**config.mk**
```make
export PLATFORM = sky130hd
export DESIGN_NAME = v86_mode_ctrl
export DESIGN_NICKNAME = d
export VERILOG_FILES = /design/src/rtl/v86_pkg.sv /design/src/rtl/v86_evt_arb.sv /design/src/rtl/v86_next_mode.sv /design/src/rtl/v86_mode_reg.sv /design/src/rtl/v86_mode_ctrl.sv
export SDC_FILE = /design/constraint.sdc
export NUM_CORES = 1
export LEC_CHECK = 0
export BUFFER_PORTS_ARGS = -buffer_cell sky130_fd_sc_hd__buf_2
export CAP_MARGIN = 0
export CORE_ASPECT_RATIO = 1.2
export CORE_UTILIZATION = 29
export DETAILED_ROUTE_END_ITERATION = 16
export PLACE_DENSITY_LB_ADDON = 0.08
export SYNTH_ARGS = -nofsm -noshare
export SYNTH_HDL_FRONTEND = slang
export SYNTH_HIERARCHICAL = 1
export SYNTH_SLANG_ARGS = --single-unit
```
**constraint.sdc**
```tcl
create_clock -name clk -period 1.5 [get_ports clk]
set_input_delay 0.15 -clock clk [delete_from_list [all_inputs] [get_ports clk]]
set_output_delay 0.15 -clock clk [all_outputs]
set_load 0.005 [all_outputs]
```
**src/rtl/v86_pkg.sv**
```systemverilog
// Shared types for the virtual-8086 mode controller.
// Assumes nothing beyond standard two-state encodings.
package v86_pkg;

    // Which event the arbiter accepted this cycle.
    typedef enum logic [1:0] {
        EV_NONE = 2'd0,
        EV_INT  = 2'd1,
        EV_IRET = 2'd2,
        EV_TS   = 2'd3
    } ev_e;

    // Base formation select driven to the segment unit.
    typedef enum logic {
        AM_DESC = 1'b0,
        AM_REAL = 1'b1
    } am_e;

    localparam logic [1:0] PL_KERNEL = 2'd0;
    localparam logic [1:0] PL_USER   = 2'd3;

endpackage

```
**src/rtl/v86_evt_arb.sv**
```systemverilog
// Fixed-priority event arbiter: interrupt, then interrupt return, then task switch.
// Assumes the event valids are single-cycle qualifiers from the core.
module v86_evt_arb
    import v86_pkg::*;
(
    input  logic ts_valid,
    input  logic iret_valid,
    input  logic int_valid,
    output ev_e  grant
);

    // Pick the single highest-priority event present.
    always_comb begin
        if (int_valid)       grant = EV_INT;
        else if (iret_valid) grant = EV_IRET;
        else if (ts_valid)   grant = EV_TS;
        else                 grant = EV_NONE;
    end

endmodule

```
**src/rtl/v86_next_mode.sv**
```systemverilog
// Next-state decision for the VM flag and the two strobes.
// Assumes the current VM flag is the registered value; in VM mode CPL is taken as 3.
module v86_next_mode
    import v86_pkg::*;
#(
    parameter int FLAGS_W = 32,
    parameter int VM_POS  = 17,
    parameter int SEL_W   = 16
) (
    input  ev_e                grant,
    input  logic               vm_q,
    input  logic               ts_wide,
    input  logic [FLAGS_W-1:0] ts_flags,
    input  logic [FLAGS_W-1:0] iret_flags,
    input  logic [1:0]         cpl,
    input  logic [1:0]         int_dpl,
    input  logic               int_conforming,
    input  logic [SEL_W-1:0]   int_sel,
    output logic               vm_d,
    output logic               push_d,
    output logic               gp_d,
    output logic [SEL_W-1:0]   code_d
);

    logic [1:0] eff_cpl;
    logic       legal_handler;

    // Virtual-8086 code always runs at the user level.
    assign eff_cpl       = vm_q ? PL_USER : cpl;
    // Only a kernel-level, non-conforming handler may be entered from VM mode.
    assign legal_handler = (int_dpl == PL_KERNEL) && !int_conforming;

    // Resolve the accepted event into new VM value, strobes and error code.
    always_comb begin
        vm_d   = vm_q;
        push_d = 1'b0;
        gp_d   = 1'b0;
        code_d = '0;
        unique case (grant)
            EV_INT: begin
                if (vm_q) begin
                    if (legal_handler) begin
                        push_d = 1'b1;
                        vm_d   = 1'b0;
                    end else begin
                        gp_d   = 1'b1;
                        code_d = int_sel;
                    end
                end
            end
            EV_IRET: begin
                if (eff_cpl == PL_KERNEL) vm_d = iret_flags[VM_POS];
            end
            EV_TS: begin
                vm_d = ts_wide ? ts_flags[VM_POS] : 1'b0;
            end
            default: ;
        endcase
    end

endmodule

```
**src/rtl/v86_mode_reg.sv**
```systemverilog
// State and output registers of the controller.
// Assumes synchronous active-low reset; address mode is kept in its own flop.
module v86_mode_reg
    import v86_pkg::*;
#(
    parameter int SEL_W = 16
) (
    input  logic             clk,
    input  logic             rst_n,
    input  logic             vm_d,
    input  logic             push_d,
    input  logic             gp_d,
    input  logic [SEL_W-1:0] code_d,
    output logic             vm_q,
    output am_e              am_q,
    output logic             push_q,
    output logic             gp_q,
    output logic [SEL_W-1:0] code_q
);

    // Register the mode flag together with its address-formation select.
    always_ff @(posedge clk) begin
        if (!rst_n) begin
            vm_q <= 1'b0;
            am_q <= AM_DESC;
        end else begin
            vm_q <= vm_d;
            am_q <= vm_d ? AM_REAL : AM_DESC;
        end
    end

    // Register the one-cycle strobes and the fault code.
    always_ff @(posedge clk) begin
        if (!rst_n) begin
            push_q <= 1'b0;
            gp_q   <= 1'b0;
            code_q <= '0;
        end else begin
            push_q <= push_d;
            gp_q   <= gp_d;
            code_q <= code_d;
        end
    end

endmodule

```
**src/rtl/v86_mode_ctrl.sv**
```systemverilog
// Top of the virtual-8086 mode entry/exit controller.
// Assumes at most one event of each kind per cycle; outputs are registered.
module v86_mode_ctrl
    import v86_pkg::*;
#(
    parameter int FLAGS_W = 32,
    parameter int VM_POS  = 17,
    parameter int SEL_W   = 16
) (
    input  logic               clk,
    input  logic               rst_n,
    input  logic               ts_valid,
    input  logic               ts_wide,
    input  logic [FLAGS_W-1:0] ts_flags,
    input  logic               iret_valid,
    input  logic [FLAGS_W-1:0] iret_flags,
    input  logic [1:0]         cpl,
    input  logic               int_valid,
    input  logic [1:0]         int_dpl,
    input  logic               int_conforming,
    input  logic [SEL_W-1:0]   int_sel,
    output logic               vm_o,
    output logic               addr_mode_o,
    output logic               push_flags_o,
    output logic               gp_fault_o,
    output logic [SEL_W-1:0]   gp_code_o
);

    localparam bit POS_OK = (VM_POS >= 0) && (VM_POS < FLAGS_W);

    ev_e              grant;
    logic             vm_q;
    logic             vm_d;
    logic             push_d;
    logic             gp_d;
    logic [SEL_W-1:0] code_d;
    am_e              am_q;

    // Reject a flag position outside the image at elaboration.
    generate
        if (!POS_OK) begin : g_bad_pos
            initial $error("VM_POS outside flags image");
        end
    endgenerate

    v86_evt_arb u_arb (
        .ts_valid   (ts_valid),
        .iret_valid (iret_valid),
        .int_valid  (int_valid),
        .grant      (grant)
    );

    v86_next_mode #(
        .FLAGS_W (FLAGS_W),
        .VM_POS  (VM_POS),
        .SEL_W   (SEL_W)
    ) u_next (
        .grant          (grant),
        .vm_q           (vm_q),
        .ts_wide        (ts_wide),
        .ts_flags       (ts_flags),
        .iret_flags     (iret_flags),
        .cpl            (cpl),
        .int_dpl        (int_dpl),
        .int_conforming (int_conforming),
        .int_sel        (int_sel),
        .vm_d           (vm_d),
        .push_d         (push_d),
        .gp_d           (gp_d),
        .code_d         (code_d)
    );

    v86_mode_reg #(
        .SEL_W (SEL_W)
    ) u_reg (
        .clk    (clk),
        .rst_n  (rst_n),
        .vm_d   (vm_d),
        .push_d (push_d),
        .gp_d   (gp_d),
        .code_d (code_d),
        .vm_q   (vm_q),
        .am_q   (am_q),
        .push_q (push_flags_o),
        .gp_q   (gp_fault_o),
        .code_q (gp_code_o)
    );

    assign vm_o        = vm_q;
    assign addr_mode_o = am_q;

endmodule

```
==> impl_metrics.ini <==
[finish]
final_cell_area_sq_um = 1060
antennaDiodeCount = 0
area_growth_pct = 35.74
nets = 211
drive_above_1_share_pct = 72.27
num-fill-cells = 296
final-seq-area_sq_um = 380.4
multi_input_area_sq_um = 366.6

[route]
wire_per_inst_microns = 9.171
ant_nets = 0
drtIter0Drc = 4
drc = 0
routed_via_density = 4.171
drtPass1Iterations = 2
routed_wl_mm = 1.394
num_vias = 634

[grt]
antenna_found_initial = 0
grt-busiest-layer = met2
grt_max_degree = 20
grtUsageMet2_pct = 17.61
grt_pass1_vias = 577
grt.overflow.total = 0
grt_usage_pct = 11.09
grt_pass1_wl_mm = 2.332
grt_util_met1_pct = 12.34
gr-usage-met3_pct = 2.584

[yosys]
syn-cell-area_sq_um = 780.7
synth.area.top_cells = dfxtp_1, and2_2, and2_4
synth_top_area_cell = dfxtp_1
avgSynthCellArea_sq_um = 11.15
ys_ff_latch = 19
synth.top_cell.area_share_pct = 48.72
yosys_warnings = 6
synth_seq_area_share_pct = 48.72
synth_cell_types = 17
syn-instance-count = 70
synth.net_count = 161

[sta]
skew_ns = 0.004961
fmax_mhz = 808.4
relSlewSlack_pct = 75.70
hold_viol_final = 0
fin_crit_ns = 1.237
grt_setup_unrepaired = no
period_share_pct = 82.47
finalWorstSetupSlack_ns = 0.2629
worstMarginPinSlew_ns = 0.3636
drv_slew = 0
setup_tns_ns = 0
setup_viol_count_final = 0

[critical_path]
worstSetupPathType = flip-flop to flip-flop
cpLargestDelayFamily = simple AND/OR/NAND/NOR gates
cp.required_ns = 1.74
crit_top_cell = and2_2
critPathLaunchType = flip-flop
path_max_fanout = 17
arrival_ns = 1.48
worst-path-buf-inv = 0
cp-end-kind = flip-flop
slowest_stage = dfxtp_1
cp_cell_sequence = nand3b_4, nor2_4, and2_2, and2_2
critPathMaxStageDelay_ns = 0.44

[clock_tree]
root_buffer = clkbuf_4
cts.path.max_buffers = 2
clkLatencyLatePin_ns = 0.29
ctsHoldBuffers = 0
htree_levels = 1
clock-sinks = 19
post_cts_buffers = 0
cts_buffers = 3
clk_pin_slew_ns = 0.11
ctsResizeCount = 0
cts_tree = done

[floorplanning]
initial_core_util_pct = 30.59
rows = 20
boundaryPins = 111
die_area_sq_um = 2905
core_region_area_sq_um = 2552
die_h_microns = 58.84
chipWidth_microns = 49.37

[placed_design]
placed_area_sq_um = 1032
preCtsSetupSlack_ns = 0.1679
place_congestion = 0.6563
io_buffers = 48
hpwl_mm = 1.052

[pwr]
clockPowerShare_pct = 29.8
netSwitchingFraction_pct = 21.94
combPwrFrac_pct = 9.0
p_leak_nw = 0.5748
p_int_mw = 0.6510
seqPwrFrac_pct = 61.2
powerDensity_nw_per_um2 = 786.9
vdd_drop_max_mv = 0.3414
p_sw_mw = 0.1829

[run]
maxCapViolCount = 0

[outcome]
outcome = complete, no violations

[worst_hold_path]
hp-class = input pin to flip-flop
==> worst paths after layout <==
| path | start | cells after the start | endpoint | slack (ns) |
|---|---|---|---|---|
| setup / recovery | u_reg/vm_q | 4 | u_reg/code_q[3] | 0.26 |
| hold / removal | int_sel[10] | 3 | u_reg/code_q[10] | 0.18 |
| setup reg to reg | u_reg/vm_q | 4 | u_reg/code_q[3] | 0.26 |
| hold reg to reg | u_reg/vm_q | 3 | u_reg/push_q | 0.73 |
==> registers in the layout (all words and copies together) (netlist names) <==
register / flops
u_reg/gp_q: 1
u_reg/vm_q: 1
u_reg/push_q: 1
u_reg/code_q: 16
==> through the flow <==
step,instances,power (mW),util [%],hold WS (ns)
2_1_floorplan,70,0.5537,-,0.2862
3_3_place_gp,148,0.5967,40.44,0.4772
5_1_grt,152,0.8979,41.52,0.1517
6_report,152,0.8340,41.52,0.1782
4_1_cts,152,0.8624,41.52,0.1606
3_5_place_dp,148,0.5991,40.44,0.4779
==> layout make-up <==
type                            instances  share of cell area (%)
Clock buffer                            3                   2.125
Clock inverter                          1                  0.4723
Inverter                                1                  0.3542
Multi-Input combinational cell         47                   34.59
Sequential cell                        19                   35.89
Tap cell                               33                   3.896
Timing Repair Buffer                   48                   22.67
==> worst reg2reg max path: cells and delay by family, from the launching register on <==
family,cells,cell delay (ns)
flops,1,0.44
simple gates,4,0.75
==> cell usage in the layout, fill, tap and decap left out, types with 3 or more instances in the layout <==
cell type	n
clkbuf_4	3
buf_2	48
and2_1	4
dfxtp_1	19
nor2_1	3
and2_4	9
and2_2	22
==> power by group through the flow <==
stage	clock [mW]	sequential, mW	combinational (mW)
after floorplan	0	0.521	0.0322
after global placement	0	0.522	0.0749
after detailed placement	0	0.522	0.0772
after CTS	0.274	0.511	0.0777
after global routing	0.302	0.511	0.0848
final	0.248	0.510	0.0754
==> Yosys cell counts <==
cell type	count
and2_2	22
buf_6	2
buf_4	1
nor4_1	1
dfxtp_1	19
nor2_4	1
and2_1	4
and2_4	9
inv_1	1
nor2_1	3
nor3_4	1
o21bai_1	1
a31oi_1	1
nand3b_4	1
a21o_1	1
nand4_1	1
o21ai_0	1
==> cell families (layout without fill, tap and decap cells) <==
kind of cell / count (synthesis) / after routing / share of synthesized area (%)
compound gates: 4 / 4 / 3.366
buf+inv: 4 / 53 / 4.327
flops: 19 / 19 / 48.72
simple gates: 43 / 43 / 43.59
==> metal layers <==
metal / up-vias / wire, microns
met5: - / 0
met4: 0 / 27
met3: 2 / 111
met2: 31 / 689
met1: 284 / 566
li1: 317 / -
No activity file was read; power rests on OpenSTA's default activity.
